File: src/rtl/mrs_pkg.sv
package mrs_pkg;

  // Command pin order: {csN, rasN, casN, weN}
  localparam logic [3:0] PINS_DESEL = 4'b1111;
  localparam logic [3:0] PINS_NOP   = 4'b0111;
  localparam logic [3:0] PINS_PRE   = 4'b0010;
  localparam logic [3:0] PINS_MRS   = 4'b0000;

  // Bit positions in the main register word (the memory decodes these)
  localparam int BL_LSB  = 0;
  localparam int BT_BIT  = 3;
  localparam int CL_LSB  = 4;
  localparam int TM_BIT  = 7;
  localparam int DLL_BIT = 8;
  localparam int AP_BIT  = 10;

  typedef enum logic [1:0] {
    ST_IDLE,
    ST_WAIT_RP,
    ST_WAIT_EXT,
    ST_WAIT_MAIN
  } seqState_t;

  typedef struct packed {
    logic capture;
    logic issuePre;
    logic issueExt;
    logic issueMain;
    logic busyNext;
    logic doneNext;
    logic illegalNext;
    logic cfgErrNext;
  } seqStrobe_t;

  function automatic logic burstCodeOk(input logic [2:0] code, input logic interleave);
    case (code)
      3'b001, 3'b010, 3'b011: burstCodeOk = 1'b1;
      3'b111:                 burstCodeOk = !interleave;
      default:                burstCodeOk = 1'b0;
    endcase
  endfunction

  function automatic logic latencyCodeOk(input logic [2:0] code, input logic halfAllowed);
    case (code)
      3'b010, 3'b011: latencyCodeOk = 1'b1;
      3'b110:         latencyCodeOk = halfAllowed;
      default:        latencyCodeOk = 1'b0;
    endcase
  endfunction

endpackage

File: src/rtl/mrs_control.sv
module mrs_control
  import mrs_pkg::*;
#(
  parameter int T_RP  = 3,
  parameter int T_MRD = 2
) (
  input  logic       clk,
  input  logic       rstN,
  input  logic       start,
  input  logic       anyBankActive,
  input  logic       cfgOk,
  output seqStrobe_t strobe
);

  localparam int MAX_WAIT = (T_RP > T_MRD) ? T_RP : T_MRD;
  localparam int CNT_W    = (MAX_WAIT > 1) ? $clog2(MAX_WAIT) : 1;
  localparam logic [CNT_W-1:0] RP_LOAD  = CNT_W'(T_RP - 1);
  localparam logic [CNT_W-1:0] MRD_LOAD = CNT_W'(T_MRD - 1);

  seqState_t        state, nextState;
  logic [CNT_W-1:0] cnt, nextCnt;
  logic             cntZero;

  assign cntZero = (cnt == '0);

  always_comb begin
    strobe    = '0;
    nextState = state;
    nextCnt   = cnt;
    unique case (state)
      ST_IDLE: begin
        if (start) begin
          if (anyBankActive) begin
            strobe.illegalNext = 1'b1;
          end else if (!cfgOk) begin
            strobe.cfgErrNext = 1'b1;
          end else begin
            strobe.capture  = 1'b1;
            strobe.issuePre = 1'b1;
            strobe.busyNext = 1'b1;
            nextCnt         = RP_LOAD;
            nextState       = ST_WAIT_RP;
          end
        end
      end
      ST_WAIT_RP: begin
        strobe.busyNext = 1'b1;
        if (cntZero) begin
          strobe.issueExt = 1'b1;
          nextCnt         = MRD_LOAD;
          nextState       = ST_WAIT_EXT;
        end else begin
          nextCnt = cnt - 1'b1;
        end
      end
      ST_WAIT_EXT: begin
        strobe.busyNext = 1'b1;
        if (cntZero) begin
          strobe.issueMain = 1'b1;
          nextCnt          = MRD_LOAD;
          nextState        = ST_WAIT_MAIN;
        end else begin
          nextCnt = cnt - 1'b1;
        end
      end
      ST_WAIT_MAIN: begin
        if (cntZero) begin
          strobe.doneNext = 1'b1;
          nextState       = ST_IDLE;
        end else begin
          strobe.busyNext = 1'b1;
          nextCnt         = cnt - 1'b1;
        end
      end
      default: nextState = ST_IDLE;
    endcase
  end

  always_ff @(posedge clk or negedge rstN) begin
    if (!rstN) begin
      state <= ST_IDLE;
      cnt   <= '0;
    end else begin
      state <= nextState;
      cnt   <= nextCnt;
    end
  end

endmodule

File: src/rtl/mrs_datapath.sv
module mrs_datapath
  import mrs_pkg::*;
#(
  parameter int ADDR_W     = 12,
  parameter int BA_W       = 2,
  parameter int NUM_BANKS  = 4,
  parameter bit HALF_CL_EN = 1'b1
) (
  input  logic                 clk,
  input  logic                 rstN,
  input  seqStrobe_t           strobe,
  input  logic [NUM_BANKS-1:0] bankActive,
  input  logic [2:0]           burstLenSel,
  input  logic                 burstInterleave,
  input  logic [2:0]           readLatSel,
  input  logic                 dllReset,
  output logic                 anyBankActive,
  output logic                 cfgOk,
  output logic                 csN,
  output logic                 rasN,
  output logic                 casN,
  output logic                 weN,
  output logic [ADDR_W-1:0]    addr,
  output logic [BA_W-1:0]      bankAddr,
  output logic                 busy,
  output logic                 done,
  output logic                 illegalReq,
  output logic                 cfgError
);

  localparam logic [BA_W-1:0]   SEL_MAIN = '0;
  localparam logic [BA_W-1:0]   SEL_EXT  = BA_W'(1);
  localparam logic [ADDR_W-1:0] EXT_WORD = '0;

  logic [3:0]        cmdQ;
  logic [ADDR_W-1:0] preAddr;
  logic [ADDR_W-1:0] modeNext;
  logic [ADDR_W-1:0] modeWord;
  logic              latOk;
  logic              burstOk;

  assign anyBankActive = |bankActive;

  // Variant choice for the half-step latency code
  generate
    if (HALF_CL_EN) begin : gen_half_cl
      assign latOk = latencyCodeOk(readLatSel, 1'b1);
    end else begin : gen_whole_cl
      assign latOk = latencyCodeOk(readLatSel, 1'b0);
    end
  endgenerate

  assign burstOk = burstCodeOk(burstLenSel, burstInterleave);
  assign cfgOk   = burstOk && latOk;

  // Precharge-all address: only the all-banks bit is set
  generate
    if (ADDR_W > AP_BIT) begin : gen_ap_bit
      assign preAddr = ADDR_W'(1) << AP_BIT;
    end else begin : gen_no_ap_bit
      assign preAddr = '0;
    end
  endgenerate

  always_comb begin
    modeNext                          = '0;
    modeNext[BL_LSB +: 3]             = burstLenSel;
    modeNext[BT_BIT]                  = burstInterleave;
    modeNext[CL_LSB +: 3]             = readLatSel;
    modeNext[TM_BIT]                  = 1'b0;
    modeNext[DLL_BIT]                 = dllReset;
  end

  always_ff @(posedge clk or negedge rstN) begin
    if (!rstN) begin
      modeWord <= '0;
    end else if (strobe.capture) begin
      modeWord <= modeNext;
    end
  end

  always_ff @(posedge clk or negedge rstN) begin
    if (!rstN) begin
      cmdQ       <= PINS_DESEL;
      addr       <= '0;
      bankAddr   <= '0;
      busy       <= 1'b0;
      done       <= 1'b0;
      illegalReq <= 1'b0;
      cfgError   <= 1'b0;
    end else begin
      cmdQ       <= PINS_NOP;
      addr       <= '0;
      bankAddr   <= '0;
      busy       <= strobe.busyNext;
      done       <= strobe.doneNext;
      illegalReq <= strobe.illegalNext;
      cfgError   <= strobe.cfgErrNext;
      if (strobe.issuePre) begin
        cmdQ <= PINS_PRE;
        addr <= preAddr;
      end else if (strobe.issueExt) begin
        cmdQ     <= PINS_MRS;
        addr     <= EXT_WORD;
        bankAddr <= SEL_EXT;
      end else if (strobe.issueMain) begin
        cmdQ     <= PINS_MRS;
        addr     <= modeWord;
        bankAddr <= SEL_MAIN;
      end
    end
  end

  assign {csN, rasN, casN, weN} = cmdQ;

endmodule

File: src/rtl/mrs_sequencer.sv
module mrs_sequencer
  import mrs_pkg::*;
#(
  parameter int ADDR_W     = 12,
  parameter int BA_W       = 2,
  parameter int NUM_BANKS  = 4,
  parameter int T_RP       = 3,
  parameter int T_MRD      = 2,
  parameter bit HALF_CL_EN = 1'b1
) (
  input  logic                 clk,
  input  logic                 rstN,
  input  logic                 start,
  input  logic [NUM_BANKS-1:0] bankActive,
  input  logic [2:0]           burstLenSel,
  input  logic                 burstInterleave,
  input  logic [2:0]           readLatSel,
  input  logic                 dllReset,
  output logic                 csN,
  output logic                 rasN,
  output logic                 casN,
  output logic                 weN,
  output logic [ADDR_W-1:0]    addr,
  output logic [BA_W-1:0]      bankAddr,
  output logic                 busy,
  output logic                 done,
  output logic                 illegalReq,
  output logic                 cfgError
);

  seqStrobe_t strobe;
  logic       anyBankActive;
  logic       cfgOk;

  mrs_control #(
    .T_RP (T_RP),
    .T_MRD(T_MRD)
  ) u_control (
    .clk          (clk),
    .rstN         (rstN),
    .start        (start),
    .anyBankActive(anyBankActive),
    .cfgOk        (cfgOk),
    .strobe       (strobe)
  );

  mrs_datapath #(
    .ADDR_W    (ADDR_W),
    .BA_W      (BA_W),
    .NUM_BANKS (NUM_BANKS),
    .HALF_CL_EN(HALF_CL_EN)
  ) u_datapath (
    .clk            (clk),
    .rstN           (rstN),
    .strobe         (strobe),
    .bankActive     (bankActive),
    .burstLenSel    (burstLenSel),
    .burstInterleave(burstInterleave),
    .readLatSel     (readLatSel),
    .dllReset       (dllReset),
    .anyBankActive  (anyBankActive),
    .cfgOk          (cfgOk),
    .csN            (csN),
    .rasN           (rasN),
    .casN           (casN),
    .weN            (weN),
    .addr           (addr),
    .bankAddr       (bankAddr),
    .busy           (busy),
    .done           (done),
    .illegalReq     (illegalReq),
    .cfgError       (cfgError)
  );

endmodule

File: config.mk
export PLATFORM = sky130hd
export DESIGN_NAME = mrs_sequencer
export DESIGN_NICKNAME = d
export VERILOG_FILES = /design/src/rtl/mrs_pkg.sv /design/src/rtl/mrs_control.sv /design/src/rtl/mrs_datapath.sv /design/src/rtl/mrs_sequencer.sv
export SDC_FILE = /design/constraint.sdc
export NUM_CORES = 1
export LEC_CHECK = 0
export ABC_AREA = 1
export BUFFER_PORTS_ARGS = -buffer_cell sky130_fd_sc_hd__buf_2
export CAP_MARGIN = 20
export CORE_ASPECT_RATIO = 0.9
export CORE_UTILIZATION = 50
export CTS_CLUSTER_SIZE = 16
export DETAILED_ROUTE_END_ITERATION = 10
export PLACE_DENSITY = 0.85
export REMOVE_ABC_BUFFERS = 1
export SETUP_SLACK_MARGIN = 0.02
export SYNTH_ARGS = -nofsm -noshare
export SYNTH_HDL_FRONTEND = slang
export SYNTH_SLANG_ARGS = --single-unit
File: constraint.sdc
create_clock -name clk -period 1.6 [get_ports clk]
set_input_delay 0 -clock clk [delete_from_list [all_inputs] [get_ports clk]]
set_output_delay 0 -clock clk [all_outputs]
set_load 0.02 [all_outputs]
Word-level counts from Yosys, hierarchy flattened

Cells that the tools add are included.

Register bits after elaboration: 34
Word-level logic and storage cells: 79
Bits of input ports: 15
Output and inout bits: 22

Add/sub/neg operators: 1
Reduce and logical (&&, ||, !) cells: 10
Equality and inequality tests: 17
Multiplexer cells: 41

Operators with widths:

| kind                                                                | number |
|---|---|
| 2-bit 2-to-1 mux                                                    | 18 |
| 12-bit 2-to-1 mux                                                   | 2 |
| 1-bit 2-to-1 mux                                                    | 13 |
| 3-bit by 2-bit == test with 1-bit output (second input constant)    | 4 |
| 9-bit 2-to-1 mux                                                    | 1 |
| 4-bit 2-to-1 mux                                                    | 2 |
| 2-bit by 1-bit != test with 1-bit output (second input constant)    | 4 |
| 2-bit case mux with 4 select lines                                  | 1 |
| 3-bit == test (second input constant)                               | 2 |
| 2-bit != test (second input constant)                               | 3 |
| 2-bit case mux with 3 select lines                                  | 1 |
| 6-bit AND reduction                                                 | 1 |
| 3-bit OR reduction                                                  | 2 |
| 2-bit == test (second input constant)                               | 2 |
| 2-bit logical NOT                                                   | 2 |
| 4-bit AND reduction                                                 | 1 |
| 4-bit OR reduction                                                  | 1 |
| 3-bit by 1-bit == test with 1-bit output (second input constant)    | 1 |
| 3-bit 2-to-1 mux                                                    | 1 |
| 1-bit case mux with 3 select lines                                  | 1 |
| 2-bit by 1-bit == test with 1-bit output (second input constant)    | 1 |
| 1-bit case mux with 2 select lines                                  | 1 |
| 2-bit OR reduction                                                  | 1 |
| 2-bit by 1-bit subtractor with 2-bit output (second input constant) | 1 |
| other kinds (2)                                                     | 2 |

Depth between registers and ports, before layout

Gate-level depths: netlist of run 1.

Word-level depth: 9
Gate-level depth with buffers: 10
Gate-level depth less buffers: 10

Hierarchy

From an unflattened synthesis of run 1, not the netlist that was laid out.

Cells, all modules: 146
Area total of the unflattened synthesis: 1,338.8 um^2

Modules (own cells, without submodules):

| module       | times used | cells an instance | sequential area each (um^2) | area an instance (um^2) |
|---|---|---|---|---|
| mrs_datapath | 1          | 82                | 629.4                       | 900.9 |
| mrs_control  | 1          | 64                | 100.1                       | 437.9 |

Worst setup path before layout of run 1

No wires, ideal clock.

Kind: reg-to-reg
Start: register u_control.state[0]
End: register u_datapath.addr[1]
Library setup time: 0.127 ns
Stages on the path, launching flop included: 7
Buffers on the path: 1
Arrival: 1.278 ns
Data required time: 1.473 ns
Setup slack: 0.195 ns
Clock period less this slack: 1.405 ns
Cell sequence: dfrtp_1 > inv_1 > ha_1 > nand4_2 > nor2_4 > buf_4 > nor3_1

RTL lines:

| what                   | line                | source |
|---|---|---|
| from (decl)            | mrs_control.sv:20   | `seqState_t state, nextState;` |
| from (signal assigned) | mrs_control.sv:84   | `state <= nextState;` |
| to (signal assigned)   | mrs_datapath.sv:101 | `addr <= preAddr;` |
| to (signal assigned)   | mrs_datapath.sv:108 | `addr <= modeWord;` |
| to (decl)              | mrs_datapath.sv:23  | `output logic [ADDR_W-1:0] addr,` |

Worst setup path in the final report of run 1

Start: register u_control.state[1]
End: register u_datapath.modeWord[1]

Longest elaborated chain between the ends: 2

Ends and longest elaborated chain:

| what                 | line               | source |
|---|---|---|
| 2-bit logical NOT    | mrs_control.sv:30  | `unique case (state)` |
| 2-bit 2-to-1 mux     | mrs_control.sv:30  |  |
| to (signal assigned) | mrs_datapath.sv:78 | `modeWord <= modeNext;` |
| to (decl)            | mrs_datapath.sv:38 | `logic [ADDR_W-1:0] modeWord;` |

No other way between the ends.
A chain may end at the register's enable or synchronous reset.

==> out/summary.json, run 1 <==
{
  "power": {
    "netSwitchingFraction": 0.410,
    "internal-power_mw": 1.51,
    "combinationalPowerShare": 0.434,
    "p_total_mw": 2.55,
    "leakage_nw": 0.951,
    "clock_power_share": 0.164,
    "sequentialPowerShare": 0.402,
    "p_per_area_mw_per_mm2": 1540,
    "power.ir.vdd_worst_v": 0.00105,
    "power.switching_mw": 1.05
  },
  "synthesis": {
    "netlist_area_sq_mm": 0.00132,
    "netlist.area_leader.share": 0.491,
    "synth.top_cells.by_count": "nand2_1, inv_1, dfrtp_1",
    "postSynthAreaPerCell_sq_um": 9.13,
    "synth_largest_area_cell": "dfrtp_1",
    "synthCells": 145,
    "post_synth_main_area_contributors": "dfrtp_1, nand2_1, inv_1, dfstp_2, ha_1",
    "synth_sequential_area_ratio": 0.551,
    "yosysWarnings": 0,
    "synth_cell_type_count": 20,
    "synth-main-ff-cell": "dfrtp_1",
    "synth_enable_flop_cells": 0,
    "ys_seq_elements": 29,
    "most_repeated_cell_in_the_gate_level_netlist_after_synthesis": "nand2_1",
    "postSynth.asyncResetShare": 1.00
  },
  "worst_setup_path": {
    "r2r-start": "u_control.state[1]",
    "rr_endpoint": "u_datapath.modeWord[1]",
    "crit_required_ps": 1840,
    "setup.worst_path.class": "flop to flop",
    "cp.arrival_ps": 1720,
    "worst_r2r_path_cells": 7,
    "crit_fanout": 18,
    "worst_setup_path_start_kind": "flop",
    "critical_path.endpoint_type": "flop",
    "rrSetupSlack_ps": 120
  },
  "floorplan": {
    "core_area_sq_mm": 0.00249,
    "floorplan.die_area_sq_mm": 0.00286,
    "fp-row-count": 17,
    "die_y_um": 50.8,
    "num_io_pins": 37,
    "floorplan.die.width_um": 56.2,
    "start_util": 0.532
  },
  "route": {
    "number_of_iterations_in_the_first_detailed_routing_pass": 5,
    "post_drt_wl_per_cell_um": 11.3,
    "route.detailed.vias_per_inst": 4.81,
    "vias": 1062,
    "route.final.wire_length_um": 2500,
    "drc_errors": 0,
    "detailedRoute.firstIterationViolations": 29,
    "drtAntennaViolNets": 0
  },
  "sta": {
    "period_needed_ps": 1480,
    "setup_slack_ps": 117,
    "fmax_ghz": 0.674,
    "tightest_slew_ps": 622,
    "finalHoldViolCount": 0,
    "setup_tns_ps": 0,
    "fin_worst_skew_ps": 8.82,
    "timing.final.setup_violations": 0,
    "final-max-slew-violation-count": 0,
    "max_slew_margin": 0.585,
    "min_period_over_period": 0.927,
    "unrepaired_setup_endpoints_after_global_routing": "yes"
  },
  "global_route": {
    "gr-usage-all-layers": 0.194,
    "grt_pass1_wl_um": 4190,
    "first_global_vias": 1012,
    "global_route.overflow_total": 0,
    "grt_max_degree": 30,
    "antenna_violations_before_repair": 0
  },
  "clocking": {
    "cts_tree": "yes",
    "clk_pin_slew_ps": 80,
    "worstSkewPairLatency_ps": 320,
    "cts_buffer_count": 5,
    "cts_max_level": 2,
    "buffers_from_clock_root_to_sink_at_most": 2,
    "cts-root-buf": "clkbuf_4",
    "cts_num_sinks": 29
  },
  "place": {
    "portBuffers": 32,
    "detailed_place.area_sq_mm": 0.00151,
    "gp_congestion": 0.886,
    "detailedPlace.worstSlack_ps": 65.5,
    "dp.final_hpwl_um": 1850
  },
  "outcome": {
    "outcome": "finished, final reports clean"
  },
  "finish": {
    "drive_above_1_share": 0.280,
    "syn_to_final_growth_pct": 25.1,
    "final_net_count": 213,
    "antenna_cells": 0,
    "final_non_filler_cell_area_sq_mm": 0.00166
  },
  "min_path": {
    "whs_path_depth": 6,
    "hold_end": "u_datapath.cfgError",
    "worst_hold_path_type": "primary input to flop",
    "min-delay-start": "bankActive[0]"
  },
  "flow_run": {
    "max-cap-violations": 0
  }
}
layer usage:
metal  GRT usage  wire [um]  up-vias
li1            -          -      528
met1       0.216       1070      506
met2       0.361       1300       23
met3      0.0481         97        5
met4      0.0732         31        0
met5           0          0        -
area by class of cell:
class / instances / area (sq um)
Clock buffer: 6 / 41.3
Clock inverter: 2 / 10.0
Fill cell: 198 / 832
Inverter: 27 / 101
Multi-Input combinational cell: 86 / 462
Sequential cell: 29 / 729
Tap cell: 28 / 35.0
Timing Repair Buffer: 43 / 278
through the flow:
stage                      util  std cells  hold WS, ps
after floorplan               -        142         -296
after global placement    0.605        204         39.8
after detailed placement  0.605        204         55.4
after CTS                 0.662        221         66.3
after global routing      0.666        221          103
final                     0.666        221         70.3
power groups by stage:
stage | logic, mW | clock network (mW) | registers [mW]
after floorplan | 0.603 | 0 | 1.20
after global placement | 1.03 | 0 | 1.03
after detailed placement | 1.07 | 0 | 1.04
after CTS | 1.09 | 0.429 | 1.03
after global routing | 1.23 | 0.464 | 1.05
final | 1.11 | 0.419 | 1.03
worst max-delay path, stage by stage, from the launching register on:
cell     delay [ps]
dfrtp_1         420
inv_1           100
ha_2            240
nand4_2         150
nor2_4          200
buf_12          160
nand2_1          60
o21ai_0          70
cells in the final DEF (no fill, tap or decap), drive strengths merged:
cell type / count
nor3: 9
nand2: 34
a21oi: 3
o211ai: 1
clkbuf: 6
or2: 1
ha: 6
inv: 27
clkinv: 2
o21ai: 10
nand3: 3
dlygate4sd3: 9
nand4: 5
nor2: 9
buf: 34
dfstp: 3
conb: 5
dfrtp: 26
cells by family (layout without fill, tap and decap cells):
group | Yosys count | after routing | share of synthesized area
other cells | 1 | 5 | 0.00283
buf+inv | 34 | 78 | 0.119
fa+ha+maj | 6 | 6 | 0.0567
simple gates | 61 | 61 | 0.210
flops | 29 | 29 | 0.551
compound gates | 14 | 14 | 0.0605
worst max-delay path by stage:
stage | endpoint | slack (ps) | from
after floorplan | u_datapath.cmdQ[1] | 70 | u_control.state[0]
after global placement | u_datapath.modeWord[4] | 160 | u_control.state[1]
after detailed placement | u_datapath.modeWord[2] | 70 | u_control.state[1]
after CTS | u_datapath.modeWord[1] | 70 | u_control.state[1]
after global routing | u_datapath.modeWord[2] | 20 | u_control.state[1]
final | u_datapath.modeWord[1] | 120 | u_control.state[1]
flip-flops by register name, summed over array words and instances, names as in the netlist:
name                   cells
u_datapath.modeWord        8
u_control.state            2
u_datapath.done            1
u_control.cnt              2
u_datapath.bankAddr        1
u_datapath.cmdQ            3
u_datapath.busy            1
u_datapath.addr            9
u_datapath.cfgError        1
u_datapath.illegalReq      1
timing repair:
action / CTS / global route
hold endpoints to repair: 34 / 0
hold buffers: 9 / 0
setup endpoints to repair: 0 / 13
resized for setup: 0 / 3
setup buffers: 0 / 0
No activity file was read; power rests on OpenSTA's default activity.
==> inputs of run 2 (changes only) <==
CORE_UTILIZATION = 51   (was 50)
PLACE_DENSITY = 0.86   (was 0.85)
SYNTH_HIERARCHICAL = 1   (was default)
==> out/summary.json, run 2 <==
{
  "finish": {
    "layout_top_registers": "u_datapath/addr: 9 flops, u_datapath/modeWord: 8 flops, u_datapath/cmdQ: 3 flops",
    "syn_to_final_growth_pct": 28.1,
    "drive_above_1_share": {"value": 0.280, "change": "unchanged"},
    "largest_register": "u_datapath/addr",
    "antenna_cells": {"value": 0, "change": "unchanged"},
    "finish.utilization": {"value": 0.695, "change": "+0.0296"},
    "layout.cells.most_common_list": "buf_2, nand2_1, dfrtp_1",
    "flip_flop_count_of_the_largest_register_after_layout": {"value": 9, "change": "unchanged"},
    "layout.cells.most_common": "buf_2",
    "filler_cell_count": {"value": 190, "change": "-4.0%"},
    "final_net_count": {"value": 215, "change": "+0.94%"},
    "final_non_filler_cell_area": {"value": 0.00172, "unit": "sq mm", "change": "+3.6%"},
    "final_cell_count_no_fill": {"value": 221, "change": "unchanged"}
  },
  "clocking": {
    "cts_buffer_count": {"value": 5, "change": "unchanged"},
    "cts_max_level": {"value": 2, "change": "unchanged"},
    "cts_num_sinks": {"value": 29, "change": "unchanged"},
    "cts-root-buf": "clkbuf_4",
    "worstSkewPairLatency": {"value": 330, "unit": "ps", "change": "about the same"},
    "cts_tree": "yes",
    "buffers_from_clock_root_to_sink_at_most": {"value": 2, "change": "unchanged"},
    "cts_setup_buffers": {"value": 0, "change": "unchanged"},
    "clk_pin_slew": {"value": 100, "unit": "ps", "change": "+20 ps"}
  },
  "outcome": {
    "outcome": "finished, final reports clean"
  },
  "route": {
    "detailedRoute.firstIterationViolations": {"value": 41, "change": "+41%"},
    "post_drt_wl_per_cell": {"value": 12.1, "unit": "um", "change": "+7.3%"},
    "route.final.wire_length": {"value": 2690, "unit": "um", "change": "+7.3%"},
    "number_of_iterations_in_the_first_detailed_routing_pass": {"value": 6, "change": "+1"},
    "drc_errors": {"value": 0, "change": "unchanged"},
    "vias": {"value": 1058, "change": "-0.38%"},
    "route.detailed.vias_per_inst": {"value": 4.79, "change": "-0.38%"},
    "drtAntennaViolNets": {"value": 0, "change": "unchanged"}
  },
  "sta": {
    "fmax": {"value": 0.688, "unit": "GHz", "change": "+2.0%"},
    "period_needed": {"value": 1450, "unit": "ps", "change": "-29.6 ps"},
    "fin_worst_skew": {"value": 8.20, "unit": "ps", "change": "-0.618 ps"},
    "finalHoldViolCount": {"value": 0, "change": "unchanged"},
    "max_slew_margin": {"value": 0.591, "change": "+0.00616"},
    "tightest_slew": {"value": 613, "unit": "ps", "change": "-9.23 ps"},
    "final-max-slew-violation-count": {"value": 0, "change": "unchanged"},
    "timing.final.setup_violations": {"value": 0, "change": "unchanged"},
    "unrepaired_setup_endpoints_after_global_routing": "no",
    "min_period_over_period": {"value": 0.909, "change": "-0.0185"}
  },
  "synthesis": {
    "postSynthAreaPerCell": {"value": 9.17, "unit": "sq um", "change": "+0.44%"},
    "synthCells": {"value": 146, "change": "+0.69%"},
    "postSynth.asyncResetShare": {"value": 1.00, "change": "unchanged"},
    "synth_sequential_area_ratio": {"value": 0.545, "change": "-0.00618"},
    "synth.top_cells.by_count": "nand2_1, dfrtp_1, inv_1",
    "synth-main-ff-cell": "dfrtp_1",
    "most_repeated_cell_in_the_gate_level_netlist_after_synthesis": "nand2_1",
    "netlist_area": {"value": 0.00134, "unit": "sq mm", "change": "+1.1%"},
    "netlist.area_leader.share": {"value": 0.486, "change": "-0.00551"},
    "ys_seq_elements": {"value": 29, "change": "unchanged"},
    "synth_enable_flop_cells": {"value": 0, "change": "unchanged"},
    "post_synth_main_area_contributors": "dfrtp_1, nand2_1, ha_1, inv_1, dfstp_2",
    "yosysWarnings": {"value": 6, "change": "+6"},
    "synth_cell_type_count": {"value": 22, "change": "+10%"},
    "synth_largest_area_cell": "dfrtp_1"
  },
  "power": {
    "netSwitchingFraction": {"value": 0.375, "change": "-0.0351"},
    "internal-power": {"value": 1.86, "unit": "mW", "change": "+23%"},
    "p_per_area": {"value": 1730, "unit": "mW/mm^2", "change": "+12%"},
    "p_total": {"value": 2.97, "unit": "mW", "change": "+16%"},
    "power.switching": {"value": 1.11, "unit": "mW", "change": "+6.5%"},
    "clock_power_share": {"value": 0.248, "change": "+0.084"},
    "power.ir.vdd_worst": {"value": 0.00125, "unit": "V", "change": "+18%"},
    "combinationalPowerShare": {"value": 0.401, "change": "-0.033"},
    "leakage": {"value": 0.973, "unit": "nW", "change": "+2.3%"},
    "sequentialPowerShare": {"value": 0.351, "change": "-0.051"}
  },
  "floorplan": {
    "core_area": {"value": 0.00247, "unit": "sq mm", "change": "-0.85%"},
    "floorplan.die.width": {"value": 56.0, "unit": "um", "change": "-0.41%"},
    "start_util": {"value": 0.543, "change": "+0.0107"},
    "die_y": {"value": 50.6, "unit": "um", "change": "-0.41%"},
    "fp-row-count": {"value": 17, "change": "unchanged"},
    "floorplan.die_area": {"value": 0.00283, "unit": "sq mm", "change": "-0.82%"},
    "num_io_pins": {"value": 37, "change": "unchanged"}
  },
  "place": {
    "dp.final_hpwl": {"value": 1830, "unit": "um", "change": "-1.1%"},
    "detailed_place.area": {"value": 0.00151, "unit": "sq mm", "change": "+0.17%"},
    "gp_congestion": {"value": 0.792, "change": "-11%"},
    "portBuffers": {"value": 32, "change": "unchanged"},
    "dp.cells": {"value": 203, "change": "-0.49%"}
  },
  "worst_setup_path": {
    "setup.worst_path.class": "primary input to flop",
    "rr_endpoint": "u_datapath/modeWord[8]",
    "crit_fanout": {"value": 28, "change": "+10"},
    "cp.arrival": {"value": 1700, "unit": "ps", "change": "-20 ps"},
    "worst_setup_path_start_kind": "primary input",
    "startpoint": "readLatSel[0]",
    "worst_r2r_path_cells": {"value": 7, "change": "unchanged"},
    "rrSetupSlack": {"value": 190, "unit": "ps", "change": "+70 ps"},
    "r2r-start": "u_control/state[0]",
    "crit_required": {"value": 1850, "unit": "ps", "change": "about the same"},
    "critical_path.endpoint_type": "flop"
  },
  "global_route": {
    "gr-usage-all-layers": {"value": 0.217, "change": "+0.0231"},
    "grt_max_degree": {"value": 30, "change": "unchanged"},
    "grt_use_met1": {"value": 0.232, "change": "+0.0166"},
    "first_global_vias": {"value": 1072, "change": "+5.9%"},
    "global_route.overflow_total": {"value": 0, "change": "unchanged"},
    "met3_usage": {"value": 0.0747, "change": "+0.0266"},
    "antenna_violations_before_repair": {"value": 0, "change": "unchanged"},
    "gr-usage-met2": {"value": 0.391, "change": "+0.0298"},
    "most_used_routing_layer_in_global_routing": "met2",
    "grt_pass1_wl": {"value": 4520, "unit": "um", "change": "+7.9%"}
  },
  "min_path": {
    "whs_path_depth": {"value": 5, "change": "-1"},
    "min-delay-start": "bankActive[0]",
    "hold_end": "u_datapath/illegalReq",
    "worst_hold_path_type": "primary input to flop"
  },
  "flow_run": {
    "max-cap-violations": {"value": 0, "change": "unchanged"}
  }
}
run 2: timing repair:
item	4_1_cts	5_1_grt
hold buffers	10	0
endpoints found under the hold margin	36	0
setup endpoints to repair	0	3
gates resized for setup	0	2
run 2: cell type report:
type | count | area, sq um | share of cell area
clock inverters | 3 | 65.1 | 0.0379
inverters | 27 | 101 | 0.0591
clock buffers | 5 | 37.5 | 0.0219
repair buffers | 43 | 280 | 0.163
well taps | 28 | 35.0 | 0.0204
flip-flops and latches | 29 | 729 | 0.425
multi-input cells | 86 | 467 | 0.272
run 2: worst max-delay path, stage by stage:
cell           delay, ps
dlygate4sd3_1        530
buf_2                130
a21oi_1              160
nand2_1               80
nor2_1               180
nand3_1              150
nor2_2               150
buf_12               170
nand2_1               60
o21ai_0               80
run 2: how the worst max path moves through the flow:
stage	endpoint	slack (ps)
after floorplan	u_datapath/modeWord[0]	-340
after global placement	u_datapath/modeWord[6]	240
after detailed placement	u_datapath/modeWord[8]	140
after CTS	u_datapath/modeWord[8]	100
after global routing	u_datapath/modeWord[1]	40
final	u_datapath/modeWord[8]	150
run 2: stage by stage:
step                      worst slack, ps  hold WS [ps]  TNS, ps
after floorplan                      -344          -296    -5610
after detailed placement              135          45.2        0
after global routing                 42.8          79.3        0
after CTS                             102          30.0        0
after global placement                235          37.7        0
final                                 146          38.7        0
run 2: power by group through the flow:
stage	logic, mW	clock network, mW	registers, mW
2_1_floorplan	0.646	0	1.22
5_1_grt	1.34	0.795	1.06
6_report	1.19	0.737	1.04
3_3_place_gp	1.08	0	1.05
4_1_cts	1.18	0.755	1.04
3_5_place_dp	1.15	0	1.06
run 2: kinds of logic after synthesis:
kind of cell / Yosys count / share of synthesized area
compound gates: 17 / 0.0673
simple gates: 56 / 0.189
buf+inv: 35 / 0.121
fa+ha+maj: 8 / 0.0748
flops: 29 / 0.545
other cells: 1 / 0.00280
run 2: metal layers:
metal,vias up,routed length [um],share of wire
met4,0,27,0.010
met1,481,1010,0.38
met3,4,194,0.072
met5,-,0,0
li1,532,-,-
met2,41,1450,0.54
